[config.mk]
export PLATFORM = sky130hd
export DESIGN_NAME = irq_prio_sel
export DESIGN_NICKNAME = d
export VERILOG_FILES = /design/src/rtl/irq_prio_pkg.sv /design/src/rtl/irq_cand_qual.sv /design/src/rtl/irq_group_mask.sv /design/src/rtl/irq_lsb_index.sv /design/src/rtl/irq_prio_sel.sv
export SDC_FILE = /design/constraint.sdc
export NUM_CORES = 1
export LEC_CHECK = 0
export BUFFER_PORTS_ARGS = -buffer_cell sky130_fd_sc_hd__buf_4
export CAP_MARGIN = 20
export CORE_MARGIN = 3
export CORE_UTILIZATION = 39
export DETAILED_ROUTE_END_ITERATION = 12
export PLACE_DENSITY = 0.85
export SLEW_MARGIN = 20
export SYNTH_ARGS = -nofsm -noshare
export SYNTH_HDL_FRONTEND = slang
export SYNTH_SLANG_ARGS = --single-unit
[constraint.sdc]
create_clock -name vclk -period 1.96
set_input_delay 0 -clock vclk [all_inputs]
set_output_delay 0 -clock vclk [all_outputs]
set_load 0.02 [all_outputs]
[src/rtl/irq_prio_pkg.sv]
package irq_prio_pkg;
  localparam int unsigned SSIP_POS = 1;
  localparam int unsigned MSIP_POS = 3;
  localparam int unsigned STIP_POS = 5;
  localparam int unsigned MTIP_POS = 7;
  localparam int unsigned SEIP_POS = 9;
  localparam int unsigned MEIP_POS = 11;

  typedef enum logic [1:0] {
    PRIV_U = 2'd0,
    PRIV_S = 2'd1,
    PRIV_R = 2'd2,
    PRIV_M = 2'd3
  } priv_e;
endpackage

[src/rtl/irq_cand_qual.sv]
module irq_cand_qual
  import irq_prio_pkg::*;
#(
  parameter int unsigned NUM_IRQ = 16
) (
  input  logic [NUM_IRQ-1:0] pend_i,
  input  logic [NUM_IRQ-1:0] deleg_i,
  input  priv_e              priv_i,
  input  logic               mie_i,
  input  logic               sie_i,
  output logic [NUM_IRQ-1:0] cand_o
);
  logic               m_en, s_en;
  logic [NUM_IRQ-1:0] m_cand, s_cand;

  always_comb begin
    m_en   = (priv_i != PRIV_M) || mie_i;
    s_en   = (priv_i == PRIV_U) || ((priv_i == PRIV_S) && sie_i);
    m_cand = pend_i & ~deleg_i & {NUM_IRQ{m_en}};
    s_cand = pend_i &  deleg_i & {NUM_IRQ{s_en}};
    // any machine-level candidate hides all supervisor-level ones
    cand_o = (|m_cand) ? m_cand : s_cand;
  end
endmodule

[src/rtl/irq_group_mask.sv]
module irq_group_mask
  import irq_prio_pkg::*;
#(
  parameter int unsigned NUM_IRQ = 16
) (
  input  logic [NUM_IRQ-1:0] cand_i,
  output logic [NUM_IRQ-1:0] win_o
);
  function automatic logic [NUM_IRQ-1:0] bit_at(int unsigned p);
    logic [NUM_IRQ-1:0] m;
    m = '0;
    if (p < NUM_IRQ) m[p] = 1'b1;
    return m;
  endfunction

  localparam logic [NUM_IRQ-1:0] EXT_M = bit_at(SEIP_POS) | bit_at(MEIP_POS);
  localparam logic [NUM_IRQ-1:0] SW_M  = bit_at(SSIP_POS) | bit_at(MSIP_POS);
  localparam logic [NUM_IRQ-1:0] TMR_M = bit_at(STIP_POS) | bit_at(MTIP_POS);

  logic [NUM_IRQ-1:0] nstd_m;

  for (genvar g = 0; g < NUM_IRQ; g++) begin : g_nstd
    assign nstd_m[g] = (g > MEIP_POS);
  end

  logic [NUM_IRQ-1:0] c_nstd, c_ext, c_sw, c_tmr;

  always_comb begin
    c_nstd = cand_i & nstd_m;
    c_ext  = cand_i & EXT_M;
    c_sw   = cand_i & SW_M;
    c_tmr  = cand_i & TMR_M;
    if (|c_nstd)     win_o = c_nstd;
    else if (|c_ext) win_o = c_ext;
    else if (|c_sw)  win_o = c_sw;
    else             win_o = c_tmr;
  end
endmodule

[src/rtl/irq_lsb_index.sv]
module irq_lsb_index #(
  parameter int unsigned NUM_IRQ = 16,
  localparam int unsigned IW = $clog2(NUM_IRQ)
) (
  input  logic [NUM_IRQ-1:0] vec_i,
  output logic               valid_o,
  output logic [IW-1:0]      idx_o
);
  always_comb begin
    valid_o = |vec_i;
    idx_o   = '0;
    for (int i = NUM_IRQ - 1; i >= 0; i--) begin
      if (vec_i[i]) idx_o = IW'(i);
    end
  end
endmodule

[src/rtl/irq_prio_sel.sv]
module irq_prio_sel
  import irq_prio_pkg::*;
#(
  parameter int unsigned XLEN    = 64,
  parameter int unsigned NUM_IRQ = 16,
  localparam int unsigned IW     = $clog2(NUM_IRQ)
) (
  input  logic [NUM_IRQ-1:0] pend_i,
  input  logic [NUM_IRQ-1:0] deleg_i,
  input  logic [1:0]         priv_i,
  input  logic               mie_i,
  input  logic               sie_i,
  input  logic               dbg_i,
  output logic               take_o,
  output logic [XLEN-1:0]    cause_o
);
  logic [NUM_IRQ-1:0] cand, win;
  logic               win_valid;
  logic [IW-1:0]      win_idx;

  irq_cand_qual #(.NUM_IRQ(NUM_IRQ)) u_qual (
    .pend_i (pend_i),
    .deleg_i(deleg_i),
    .priv_i (priv_e'(priv_i)),
    .mie_i  (mie_i),
    .sie_i  (sie_i),
    .cand_o (cand)
  );

  irq_group_mask #(.NUM_IRQ(NUM_IRQ)) u_grp (
    .cand_i(cand),
    .win_o (win)
  );

  irq_lsb_index #(.NUM_IRQ(NUM_IRQ)) u_enc (
    .vec_i  (win),
    .valid_o(win_valid),
    .idx_o  (win_idx)
  );

  always_comb begin
    take_o  = win_valid && !dbg_i;
    cause_o = '0;
    if (take_o) begin
      cause_o[XLEN-1]  = 1'b1;
      cause_o[IW-1:0]  = win_idx;
    end
  end
endmodule

Yosys cells after proc, flatten, opt, wreduce, memory -nomap -nowiden
Cells that the tools add are included.
Widths: inputs -> output; s select.
- reductions and logical operators: 11
- mux-type cells: 22
- bitwise logic cells: 5
- equal/unequal tests: 2
- operators by type and width (operator ; count):
    $mux 4 ; 17
    $and 16x16->16 ; 4
    $mux 16 ; 2
    $reduce_or 16->1 ; 2
    $not 16->16 ; 1
    $mux 12 ; 1
    $mux 8 ; 1
    $reduce_or 2->1 ; 2
    $reduce_or 4->1 ; 1
    $eq 2x1->1 const B ; 1
    $logic_and 1x1->1 ; 2
    $logic_not 2->1 ; 1
    $logic_or 1x1->1 ; 2
    $ne 2x2->1 const B ; 1
    $logic_not 1->1 ; 1
    $mux 1 ; 1
- output and inout bits: 65
- register bits: 0
- word-level logic and storage cells: 40
- input port bits: 37

Logic depth before layout (Yosys ltp)
- word-level depth: 26
- depth in mapped cells: 9
- gate-level depth less buffers: 7

Hierarchy
From an unflattened synthesis, not the netlist that was laid out.
- cell total of the unflattened synthesis: 197
- area total of the unflattened synthesis: 1337.5 um2
- modules (own cells, without submodules) (module ; seq. area each (um2) ; area each (um2) ; cells each ; instances):
    irq_cand_qual ; 0.0 ; 530.5 ; 77 ; 1
    irq_prio_sel ; 0.0 ; 495.5 ; 66 ; 1
    irq_lsb_index ; 0.0 ; 176.4 ; 34 ; 1
    irq_group_mask ; 0.0 ; 135.1 ; 20 ; 1

Worst setup path after synthesis
No wires, ideal clock.
- path type: input to output
- start point: in pend_i[14]
- end point: out cause_o[1]
- required time: 1.960 ns
- path slack: 0.285 ns
- stages on the path: 8
- arrival time: 1.675 ns
- cell sequence: or2b_1 o2111ai_4 nor4_4 buf_6 a22oi_2 a222oi_1 o21ai_1 a311oi_2
- longest elaborated chain between the ends: 23
- elaborated cells between the ends (all ways): 31
- ends and longest elaborated chain (item ; RTL line ; text):
    start, declared ; irq_prio_sel.sv:8 ; input logic [NUM_IRQ-1:0] pend_i,
    $and 16x16->16 (2 in a row) ; irq_cand_qual.sv:19 ; m_cand = pend_i & ~deleg_i & {NUM_IRQ{m_en}};
    $reduce_or 16->1 ; irq_cand_qual.sv:22 ; cand_o = (|m_cand) ? m_cand : s_cand;
    $mux 16 * ; irq_cand_qual.sv:22 ;
    $reduce_or 4->1 ; irq_group_mask.sv:33 ; if (|c_nstd) win_o = c_nstd;
    $mux 16 * ; irq_group_mask.sv:33 ;
    $mux 4 (16 in a row) ; irq_lsb_index.sv:13 ; if (vec_i[i]) idx_o = IW'(i);
    $mux 4 * ; irq_prio_sel.sv:44 ; if (take_o) begin
    end, declared ; irq_prio_sel.sv:15 ; output logic [XLEN-1:0] cause_o
Every way passes the cells marked *; elsewhere a longest branch is shown, timed or not.

Final worst setup path
- start point: in deleg_i[9]
- end point: out cause_o[1]
- longest elaborated chain between the ends: 24
- elaborated cells between the ends (all ways): 32
- ends and longest elaborated chain (item ; RTL line ; text):
    start, declared ; irq_prio_sel.sv:9 ; input logic [NUM_IRQ-1:0] deleg_i,
    $not 16->16 ; irq_cand_qual.sv:19 ;
    $and 16x16->16 (2 in a row) ; irq_cand_qual.sv:19 ;
    $reduce_or 16->1 ; irq_cand_qual.sv:22 ;
    $mux 16 * ; irq_cand_qual.sv:22 ;
    $reduce_or 4->1 ; irq_group_mask.sv:33 ;
    $mux 16 * ; irq_group_mask.sv:33 ;
    $mux 4 (16 in a row) ; irq_lsb_index.sv:13 ;
    $mux 4 * ; irq_prio_sel.sv:44 ;
Marks and branches as above.

==> run_results.csv <==
group,metric,value,unit
critical_path,cpPeakStageDelay,0.32,ns
synthesis,postSynthAreaPerCell,7.085,um^2
place,place_worst_setup_slack,0.1072,ns
pwr,power_density,274.0,nW/um^2
layout,most-common-layout-cells,"conb_1, buf_4, a21oi_1",
critical_path,path_cells,"buf_4, nand2b_1, o2111ai_4, nor4_4, buf_4, buf_4, a21oi_1, and3_1, a311oi_2, buf_4",
layout,seqCellArea,0,um^2
floorplan,io_pins,102,
critical_path,required,1.96,ns
critical_path,crit_type,"in -> out",
synthesis,ys_seq_area_share,0,%
layout,post-route-cell-area,1205,um^2
min_path,min-delay-start,"dbg_i",
floorplan,coreArea,2545,um^2
sta,slew_violations,0,
drt,wl_per_cell,10.74,um
grt,grt_pass1_wl,3325,um
place,post_dp_cell_area,1192,um^2
place,port_buffers,43,
layout,area_growth,12.63,%
grt,use_met2,23.92,%
critical_path,critPathLaunchType,"input pin",
floorplan,initial_core_util,42.04,%
critical_path,path_depth,10,
min_path,whs_path_depth,3,
grt,grt_max_degree,9,
sta,min_period_over_period,93.79,%
drt,totalWireLength,2385,um
sta,fmax,544.0,MHz
pwr,vdd_drop_max,0.0001218,V
layout,n_antenna_cell,0,
layout,layoutNonFillerInstCount,222,
critical_path,crit_fanout,6,
floorplan,dieHeight,58.38,um
layout,drive_above_1_share,30.73,%
critical_path,crit_top_cell,"buf_4",
sta,worst_slack,0.1216,ns
synthesis,syn_inst,151,
sta,finalHoldViolCount,0,
flow_run,maxCapViolCount,0,
min_path,whs_endpoint,"cause_o[3]",
grt,grt-ovfl-total,0,
drt,ant_nets,0,
sta,tns,0,ns
min_path,hp-class,"in -> out",
synthesis,syn-cell-area,1070,um^2
critical_path,critPathTopFamily,"simple AND/OR/NAND/NOR gates",
sta,period_needed,1.838,ns
critical_path,crit_arrival,1.84,ns
synthesis,yosys.cell_types.count,41,
grt,gr-max-usage-layer,"met2",
grt,grt.total_usage,11.75,%
drt,firstDrtPassIters,6,
sta,rsz0062_at_grt,"no",
layout,final_nets,231,
status,status,"finished, final reports clean",
floorplan,std_cell_rows,18,
grt,met1_usage,13.62,%
critical_path,slowest_stage,"nor4_4",
drt,first_iter_violations,35,
critical_path,critPathBufInv,4,
drt,drc_errors,0,
floorplan,dieArea,3408,um^2
synthesis,ys.warnings.count,0,
layout,design.seq.count,0,
sta,setup_viol_count_final,0,
grt,grt_pass1_vias,817,
pwr,leakagePower,0.6432,nW
place,hpwl,2176,um
layout,final_common_cell,"conb_1",
layout,nClkBuffers,0,
place,gp_congestion,0.8997,
critical_path,end_kind,"output port",
floorplan,die_w,58.38,um
drt,viasPerCell,4.383,
clock_tree,cts_hold_buffers,0,
place,place_inst,221,
drt,num_vias,973,
grt,antenna_found_initial,0,
grt,globalRouteMet3Util,0.4386,%
## worst max-delay path by stage
stage	start	slack [ns]	end
2_1_floorplan	pend_i[14]	0.29	cause_o[1]
3_3_place_gp	pend_i[14]	0.12	cause_o[1]
3_5_place_dp	pend_i[14]	0.11	cause_o[1]
4_1_cts	pend_i[14]	0.08	cause_o[1]
5_1_grt	deleg_i[9]	0.008	cause_o[1]
6_report	deleg_i[9]	0.12	cause_o[1]
## final cells by class
class | count | area (um^2)
fill | 278 | 1340
inverter | 5 | 18.77
multi-input combinational | 141 | 803.3
tap | 30 | 37.54
timing repair buffer | 46 | 345.3
## stage by stage
step | hold slack (ns) | power (mW) | utilization [%]
floorplan | 0.07686 | 0.3132 | -
global placement | 0.2885 | 0.3232 | 46.85
detailed placement | 0.2904 | 0.3253 | 46.85
CTS | 0.2906 | 0.3258 | 46.85
global route | 0.2965 | 0.3585 | 47.35
finish | 0.2901 | 0.3301 | 47.35
## logic make-up (layout without fill, tap and decap cells)
family	after synthesis	in the layout	synth area share, %
XOR/XNOR	1	1	0.8189
other	1	59	0.3505
buffers and inverters	68	51	45.73
AO/OA/AOI/OAI	39	39	30.76
AND/OR/NAND/NOR	42	42	22.34
## where the power goes
group / switching (mW) / internal [mW] / leakage, nW
registers: 0 / 0 / 0
clock network: 0 / 0 / 0
logic: 0.212 / 0.118 / 0.643
## what timing repair did
item                                    4_1_cts  5_1_grt
endpoints found under the setup margin        0        2
hold endpoints to repair                      0        0
buffers inserted                              0        1
gates resized for setup                       0        1
## synth_stat cells (2+ instances only)
library cell | instances | area [um^2]
o21bai_1 | 2 | 15.01
a22oi_1 | 4 | 30.03
o21ai_0 | 2 | 10.01
o2111ai_2 | 2 | 30.03
or2_1 | 2 | 12.51
a21oi_1 | 13 | 65.06
nor2_1 | 11 | 41.29
inv_1 | 5 | 18.77
nand2_1 | 10 | 37.54
o2111ai_4 | 2 | 52.55
buf_4 | 60 | 450.4
nand2b_1 | 9 | 56.30
## routing by layer
layer	share of wire [%]	routed length, um
met1	36	850
met2	53	1273
met3	10	239
met4	0.88	21
met5	0	0
(Power assumes the default switching activity.)
